--- config.mk ---
export PLATFORM = sky130hd
export DESIGN_NAME = bfp_scale_monitor
export DESIGN_NICKNAME = d
export VERILOG_FILES = /design/src/rtl/bfp_scale_monitor.sv
export SDC_FILE = /design/constraint.sdc
export NUM_CORES = 1
export LEC_CHECK = 0
export CAP_MARGIN = 5
export CORE_UTILIZATION = 55
export DETAILED_ROUTE_END_ITERATION = 6
export PLACE_DENSITY = 0.77
export SLEW_MARGIN = 15
export SYNTH_ARGS = -nofsm -noshare
export SYNTH_HDL_FRONTEND = slang
export SYNTH_SLANG_ARGS = --single-unit
--- constraint.sdc ---
create_clock -name clk -period 9.9 [get_ports clk]
set_clock_uncertainty 0.2 [all_clocks]
set_input_delay 1.98 -clock clk [delete_from_list [all_inputs] [get_ports clk]]
set_output_delay 1.98 -clock clk [all_outputs]
set_load 0.05 [all_outputs]
--- src/rtl/bfp_scale_monitor.sv ---
module bfp_scale_monitor #(
  parameter int WORD_W    = 12,
  parameter int ARRAY_LEN = 256,
  parameter int HEADROOM  = 1,
  parameter int EXP_W     = 8
) (
  input  logic                       clk,
  input  logic                       rst_n,
  input  logic                       xform_start,
  input  logic                       pass_start,
  input  logic                       last_pass,
  input  logic                       word_valid,
  input  logic [WORD_W-1:0]          word_re,
  input  logic [WORD_W-1:0]          word_im,
  output logic [$clog2(WORD_W)-1:0]  shift_amt,
  output logic [EXP_W-1:0]           scale_exp,
  output logic                       xform_done
);
  localparam int CNT_W = $clog2(WORD_W);
  localparam int LEN_W = $clog2(ARRAY_LEN + 1);
  localparam logic [CNT_W-1:0] CNT_MAX = CNT_W'(WORD_W - 1);
  localparam logic [CNT_W-1:0] GUARD   = CNT_W'(HEADROOM);
  localparam logic [LEN_W-1:0] LAST_IX = LEN_W'(ARRAY_LEN - 1);

  function automatic logic [CNT_W-1:0] sign_run(input logic [WORD_W-1:0] w);
    logic stop;
    sign_run = '0;
    stop = 1'b0;
    for (int i = WORD_W - 2; i >= 0; i--) begin
      if (!stop) begin
        if (w[i] == w[WORD_W-1]) sign_run = sign_run + 1'b1;
        else stop = 1'b1;
      end
    end
  endfunction

  logic             busy, scanning, final_r, full_r;
  logic [LEN_W-1:0] idx;
  logic [CNT_W-1:0] run_min, pend;

  logic [CNT_W-1:0] cnt_re, cnt_im, word_cnt, base_min, new_min, reserve;
  logic             ps_eff, open_scan, full_eff, accepted, scan_eff, final_eff, last_word;
  logic [LEN_W-1:0] idx_base;

  assign cnt_re    = sign_run(word_re);
  assign cnt_im    = sign_run(word_im);
  assign word_cnt  = (cnt_re < cnt_im) ? cnt_re : cnt_im;

  assign ps_eff    = pass_start && busy && !xform_start;
  assign open_scan = xform_start || ps_eff;
  assign full_eff  = open_scan ? 1'b0 : full_r;
  assign idx_base  = open_scan ? '0 : idx;
  assign accepted  = word_valid && (busy || xform_start) && !full_eff;
  assign scan_eff  = xform_start ? 1'b1 : (ps_eff ? !last_pass : scanning);
  assign final_eff = xform_start ? 1'b0 : (ps_eff ? last_pass : final_r);
  assign last_word = accepted && (idx_base == LAST_IX);

  assign base_min  = open_scan ? CNT_MAX : run_min;
  assign new_min   = (word_cnt < base_min) ? word_cnt : base_min;
  assign reserve   = (new_min >= GUARD) ? new_min - GUARD : '0;

  always_ff @(posedge clk or negedge rst_n) begin
    if (!rst_n) begin
      busy <= 1'b0; scanning <= 1'b0; final_r <= 1'b0; full_r <= 1'b0;
      idx <= '0; run_min <= CNT_MAX; pend <= '0;
      shift_amt <= '0; scale_exp <= '0; xform_done <= 1'b0;
    end else begin
      xform_done <= 1'b0;
      if (xform_start) begin
        busy <= 1'b1; shift_amt <= '0; scale_exp <= '0; pend <= '0;
      end else if (ps_eff) begin
        shift_amt <= pend;
        scale_exp <= scale_exp + EXP_W'(pend);
      end
      scanning <= scan_eff;
      final_r  <= final_eff;
      full_r   <= last_word ? 1'b1 : full_eff;
      if (accepted) idx <= idx_base + 1'b1;
      else if (open_scan) idx <= '0;
      if (accepted && scan_eff) run_min <= new_min;
      else if (open_scan) run_min <= CNT_MAX;
      if (last_word && scan_eff) pend <= reserve;
      if (last_word && final_eff) begin
        xform_done <= 1'b1;
        busy <= 1'b0;
      end
    end
  end

  a_r8_done_pulse: assert property (@(posedge clk) disable iff (!rst_n)
    xform_done |=> !xform_done);
  a_r8_frozen: assert property (@(posedge clk) disable iff (!rst_n)
    (!busy && !xform_start) |=> ($stable(scale_exp) && $stable(shift_amt)));
  a_r7_scale_moves_on_pass: assert property (@(posedge clk) disable iff (!rst_n)
    (!xform_start && !pass_start) |=> $stable(scale_exp));
  a_r9_start_clears: assert property (@(posedge clk) disable iff (!rst_n)
    xform_start |=> (scale_exp == '0 && shift_amt == '0));
  a_r5_shift_guard: assert property (@(posedge clk) disable iff (!rst_n)
    shift_amt <= CNT_W'(WORD_W - 1 - HEADROOM));
  a_r4_min_bound: assert property (@(posedge clk) disable iff (!rst_n)
    run_min <= CNT_MAX);
endmodule

# Word level (Yosys, flattened, before mapping)
# Index checks and enable logic that the tools add are counted.
totals:
  register_bits: 34
  latch_bits: 0
  ramBits: 0
  rom_bits: 0
  output_inout_bits: 13
  memories: 0
op_classes:
  n_addsub: 23
  multipliers: 0
  div_mod_pow: 0
  order_cmp: 3
  n_eq_ne: 23
  n_shift: 0
  muxes: 102
  n_bitwise: 0
  reduce_logical: 16
op_table:
  columns: ["cell", "n"]
  rows:
  - ["4-bit two-way mux", 48]
  - ["4-bit by 1-bit adder with 4-bit output (second input constant)", 19]
  - ["1-bit two-way mux", 49]
  - ["1-bit == test", 22]
  - ["9-bit two-way mux", 2]
  - ["8-bit two-way mux", 2]
  - ["9-bit by 1-bit adder with 9-bit output (second input constant)", 1]
  - ["9-bit by 8-bit == test with 1-bit output (second input constant)", 1]
  - ["8-bit by 4-bit adder with 8-bit output", 1]
  - ["1-bit logical AND", 8]
  - ["4-bit < comparator", 2]
  - ["2-bit nonzero test", 3]
  - ["4-bit by 1-bit >= comparator with 1-bit output (second input constant)", 1]
  - ["4-bit by 1-bit subtractor with 4-bit output (second input constant)", 1]
  - ["1-bit zero test", 3]
  - ["1-bit by 1-bit adder with 2-bit output (second input constant)", 1]
  - ["1-bit logical OR", 2]
  - ["2-bit two-way mux", 1]

# Logic depth before layout (Yosys ltp)
logic_depth:
  depth_word: 39
  ltp_mapped: 49

# Least setup slack after synthesis
# Ideal clock, no wire load.
synth_path:
  path_type: "input -> register"
  start: "input port word_im[11]"
  end: "register pend[3]"
  setup_time_ps: 82
  arrival_ps: 10419
  t_required_ps: 9618
  slack_ps: -801
  stages: 48
  path_buffers: 2
  path_cell_list: "buf_2 > buf_2 > nand2_1 > a21oi_1 > o21bai_1 > ha_1 > o21a_1 > ha_1 > mux2i_1 > nand2_1 > and2_1 > ha_1 > a21o_1 > ha_1 > mux2i_1 > o21bai_1 > ha_1 > nand2b_1 > [12 not listed] > xnor2_1 > ha_1 > o21ai_0 > a21oi_1 > nor2_1 > a31oi_1 > mux2i_1 > ha_1 > a21oi_1 > nor2_1 > nor3_1 > o31a_1 > mux2i_1 > ha_1 > nand2b_1 > a211oi_1 > or3_1 > a22oi_2"
synth_via:
  elab_chain_len: 39
  elab_cells_between_ends: 69
synth_rtl:
  columns: ["element", "line", "source"]
  rows:
  - ["start, declared", "14", "input logic [WORD_W-1:0] word_im,"]
  - ["1-bit == test", "31", "if (w[i] == w[WORD_W-1]) sign_run = sign_run + 1'b1;"]
  - ["1-bit two-way mux", "31", null]
  - ["4-bit by 1-bit adder with 4-bit output", "31", null]
  - ["4-bit two-way mux", "31", null]
  - ["4-bit two-way mux", "30", "if (!stop) begin"]
  - ["4-bit by 1-bit adder with 4-bit output", "31", null]
  - ["4-bit two-way mux", "31", null]
  - ["4-bit two-way mux", "30", null]
  - ["[23 not listed]", null, null]
  - ["4-bit two-way mux (*)", "30", null]
  - ["4-bit < comparator", "47", "assign word_cnt = (cnt_re < cnt_im) ? cnt_re : cnt_im;"]
  - ["4-bit two-way mux (*)", "47", null]
  - ["4-bit < comparator", "59", "assign new_min = (word_cnt < base_min) ? word_cnt : base_min;"]
  - ["4-bit two-way mux (*)", "59", null]
  - ["4-bit by 1-bit subtractor with 4-bit output / 4-bit by 1-bit >= comparator with 1-bit output (equally long branches)", "60", "assign reserve = (new_min >= GUARD) ? new_min - GUARD : '0;"]
  - ["4-bit two-way mux (*)", "60", null]
  - ["4-bit two-way mux (*)", "82", "if (last_word && scan_eff) pend <= reserve;"]
  - ["end signal, assigned", "82", null]
  - ["end, declared", "39", "logic [CNT_W-1:0] run_min, pend;"]
# Mark *: on every way between the ends. The rest lies on a longest branch, timed or not.
# A chain may end at the register's enable or synchronous reset.

# Worst setup path in the final report
layout_path:
  start: "input port word_re[10]"
  end: "register pend[3]"
layout_via:
  elab_chain_len: 39
  elab_cells_between_ends: 51
layout_rtl:
  columns: ["element", "line", "source"]
  rows:
  - ["start, declared", "13", "input logic [WORD_W-1:0] word_re,"]
  - ["1-bit == test (*)", "31", null]
  - ["1-bit two-way mux", "31", null]
  - ["1-bit by 1-bit adder with 2-bit output", "31", null]
  - ["2-bit two-way mux", "31", null]
  - ["4-bit two-way mux", "30", null]
  - ["4-bit by 1-bit adder with 4-bit output", "31", null]
  - ["4-bit two-way mux", "31", null]
  - ["4-bit two-way mux", "30", null]
  - ["[23 not listed]", null, null]
  - ["4-bit two-way mux (*)", "30", null]
  - ["4-bit < comparator", "47", null]
  - ["4-bit two-way mux (*)", "47", null]
  - ["4-bit < comparator", "59", null]
  - ["4-bit two-way mux (*)", "59", null]
  - ["4-bit by 1-bit subtractor with 4-bit output / 4-bit by 1-bit >= comparator with 1-bit output (equally long branches)", "60", null]
  - ["4-bit two-way mux (*)", "60", null]
  - ["4-bit two-way mux (*)", "82", null]
# Marks and branches as above.

==> results.md <==
- Die X: 83.9 um
- Area share of fa/ha/maj cells after synthesis: 11.0%
- WP data required: 9.91 ns
- Post-layout worst setup margin: -0.542 ns
- Synth async-reset ratio: 100%
- Tot Pwr: 0.000453 W
- Max-Cap Viols: 0
- Multi-input gate area: 2940 um^2
- Slowest cell on crit path: clkdlybuf4s50_1
- Post-synthesis xor/xnor area fraction: 8.20%
- Clock-pin slew on the worst setup and hold paths: 0.07 ns
- Crit-path max FO: 5
- Crit path launch type: input port
- Synthesized flop and latch total: 34
- Most common cell after layout, fill and taps aside: buf_4
- Sequential cell area: 855 um^2
- Post-Synth Simple-Gate Area: 26.2%
- Final setup viols: 5
- DR pass1 iterations: 7
- Synth Instances: 472
- P_int: 0.000302 W
- Post-synth EDFFs: 0
- Via count: 4215
- Dpl hpwl: 6680 um
- P_sw: 0.000151 W
- Sw Share: 33.4%
- Initial Utilization: 57.5%
- Pwr/cell area: 84.6 nW/um^2
- Compound-gate portion of the synthesized area: 22.6%
- Sequential-to-total area share from yosys stat: 23.1%
- Grt ovf: 0
- Crit. End Element: flip-flop
- Largest area contributor in the netlist: dfrtp_1
- Critical Path AT: 10.46 ns
- Ranking of synthesized cells by area: dfrtp_1 (21%), ha_1 (11%), nand2_1 (5.6%)
- Fin. Hold Viols: 0
- Worst relative slew slack: 45.9%
- Vias per cell: 6.08
- Status: finished with violations
- Crit path kind: input port to flip-flop
- Wire per inst: 16.2 um
- Layout cells sized above 1: 30.5%
- Drc violations: 2
- Maximum number of pins on one net before global-route repair: 35
- Antenna-violating nets left: 0
- Core box area: 6420 um^2
- Clock Tree Buf Depth: 2
- Die height: 83.9 um
- Initial antenna violation count: 0
- Failing checks: design-rule violations, negative setup slack
- First-pass GRT wire length: 17200 um
- Layout Cells excl Fill: 693
- NumNets Final: 677
- Count of input and output buffers: 42
- Rows: 29
- ANT cells: 0
- Multiplexer area fraction after synthesis: 4.13%
- Clock Sinks: 34
- Setup TNS Final: -2.19 ns
- Comb pwr share: 44.0%
- Slack of the worst reg-to-reg path: 6.06 ns
- Syn_nets: 534
- CTS Root Buffer Type: clkbuf_8
- Worst vdd ir: 0.0608 mV
- Vias in the first global route: 3977
- Clock group share of total power: 24.0%
- Synth Cell Area: 3690 um^2
- CTS tree: yes
- CTS HTree Levels: 2
- Placer congestion estimate: 0.859
- YS warnings: 0
- Ports: 43
- Setup WS pre-CTS: -0.924 ns
- Final max-slew violation count: 0
- Most used cell, CP: ha_1
- Final Cycle Share: 105%
- Average size of a mapped cell: 7.82 um^2
- RSZ-0062 raised after global routing: true
- Worst Tran Pin Value: 0.809 ns
- Synth-to-layout area growth: 45.1%
- Seq pwr share: 32.0%
- Max Freq: 95.8 MHz
- Critical path's largest stage delay: 0.47 ns
- Placed cell count: 643
- Leakage: 2.39 nW
- Largest family of logic cells by synthesized area: simple AND/OR/NAND/NOR gates
- Initial DRC count: 285
- Area share of the largest cell type after synthesis: 21.0%
- Min Clock Period, post-route: 10.44 ns
- Unique masters post-synth: 68
- Worst skew pair latency: 0.29 ns
- Routed WL: 11200 um
- Commonest cells after routing, fill and taps aside: buf_4 (111), nand2_1 (50), nor2_1 (42), clkdlybuf4s50_1 (37), a21oi_1 (32)
- Final core utilization: 83.4%
- Die area: 7050 um^2
- GR Util All Layers: 29.5%
- Most used DFF post-synth: dfrtp_1
- Total CTS buffers: 5
- Fillers: 396
- Hold crit path type: flip-flop to flip-flop
==> path summary, 6_finish.rpt <==
check                           depth (start not counted)          startpoint                        to
worst max register to register                         15    busy$_DFFE_PN0P_       pend[3]$_DFFE_PN0P_
worst max-delay path                                   43         word_re[10]       pend[3]$_DFFE_PN0P_
worst min-delay path                                    1  scanning$_DFF_PN0_        scanning$_DFF_PN0_
min in group asynchronous                               2               rst_n  shift_amt[1]$_DFFE_PN0P_
max in group asynchronous                               2               rst_n      run_min[3]$_DFF_PN1_
worst min register to register                          1  scanning$_DFF_PN0_        scanning$_DFF_PN0_
==> critical path, delay by kind of cell <==
kind | cells | cell delay [ns]
buf+inv | 4 | 0.87
mux | 3 | 0.91
simple gates | 9 | 1.54
fa+ha+maj | 9 | 2.41
xor+xnor | 2 | 0.38
compound gates | 16 | 2.35
==> sequential cells by signal, indices dropped and copies added (netlist names) <==
register    cells
idx             9
scale_exp       8
pend            4
run_min         4
shift_amt       4
busy            1
final_r         1
full_r          1
scanning        1
xform_done      1
==> through the flow <==
step,cell area (um^2),hold WS (ns)
4_1_cts,5220,0.291
5_1_grt,5360,0.315
2_1_floorplan,3840,0.248
6_report,5360,0.287
3_3_place_gp,4780,0.261
3_5_place_dp,4780,0.274
==> synth_stat cells, types with 3 or more instances <==
cell type,number
a21o_1,6
xor2_1,14
nand2_1,55
a21boi_0,8
xnor2_1,18
clkbuf_1,8
nand2b_1,14
mux2i_1,7
o22ai_1,8
a31oi_1,4
nor3_1,10
or3_1,13
ha_1,31
nand3_1,16
dfrtp_1,31
and2_1,9
a211oi_1,4
dfstp_2,3
nor2b_1,5
mux2_2,6
inv_1,24
and3_1,6
o21ai_0,19
a21oi_1,37
nand4_1,4
nor2_1,44
buf_2,9
nand3b_1,6
o31ai_1,3
==> cell type report <==
class,instances,share of cell area [%]
Inverter,24,1.73
Sequential cell,34,16.0
Timing Repair Buffer,155,23.9
Tap cell,77,1.80
Clock buffer,6,1.54
Multi-Input combinational cell,395,54.9
Clock inverter,2,0.234
==> logic make-up after synthesis <==
kind of cell               count (synthesis)
and+or+nand+nor                          195
muxes                                     14
adders and majority gates                 32
DFF                                       34
xor gates and xnor gates                  33
buffers and inverters                     43
AOI/OAI and AO/OA                        121
==> power groups by stage <==
stage                     combinational, W  sequential, W  clock [W]
after floorplan                  0.0000938       0.000147          0
after global placement            0.000153       0.000147          0
after detailed placement          0.000159       0.000147          0
after CTS                         0.000175       0.000144   0.000109
after global routing              0.000214       0.000145   0.000115
final                             0.000199       0.000145   0.000109
==> per-layer routing <==
layer / vias to the layer above / share of wire [%] / GRT usage (%)
met1: 2001 / 39 / 33.0
met3: 59 / 4.1 / 3.56
met2: 170 / 52 / 55.4
met4: 0 / 4.6 / 13.6
li1: 1985 / - / -
met5: - / 0 / 0
==> timing repair <==
action / 4_1_cts / 5_1_grt
buffers inserted: 36 / 7
pin swaps: 31 / 41
endpoints found under the setup margin: 6 / 7
hold buffers: 0 / 0
resized for setup: 39 / 23
Note: power is estimated with default switching activity, not from simulation.
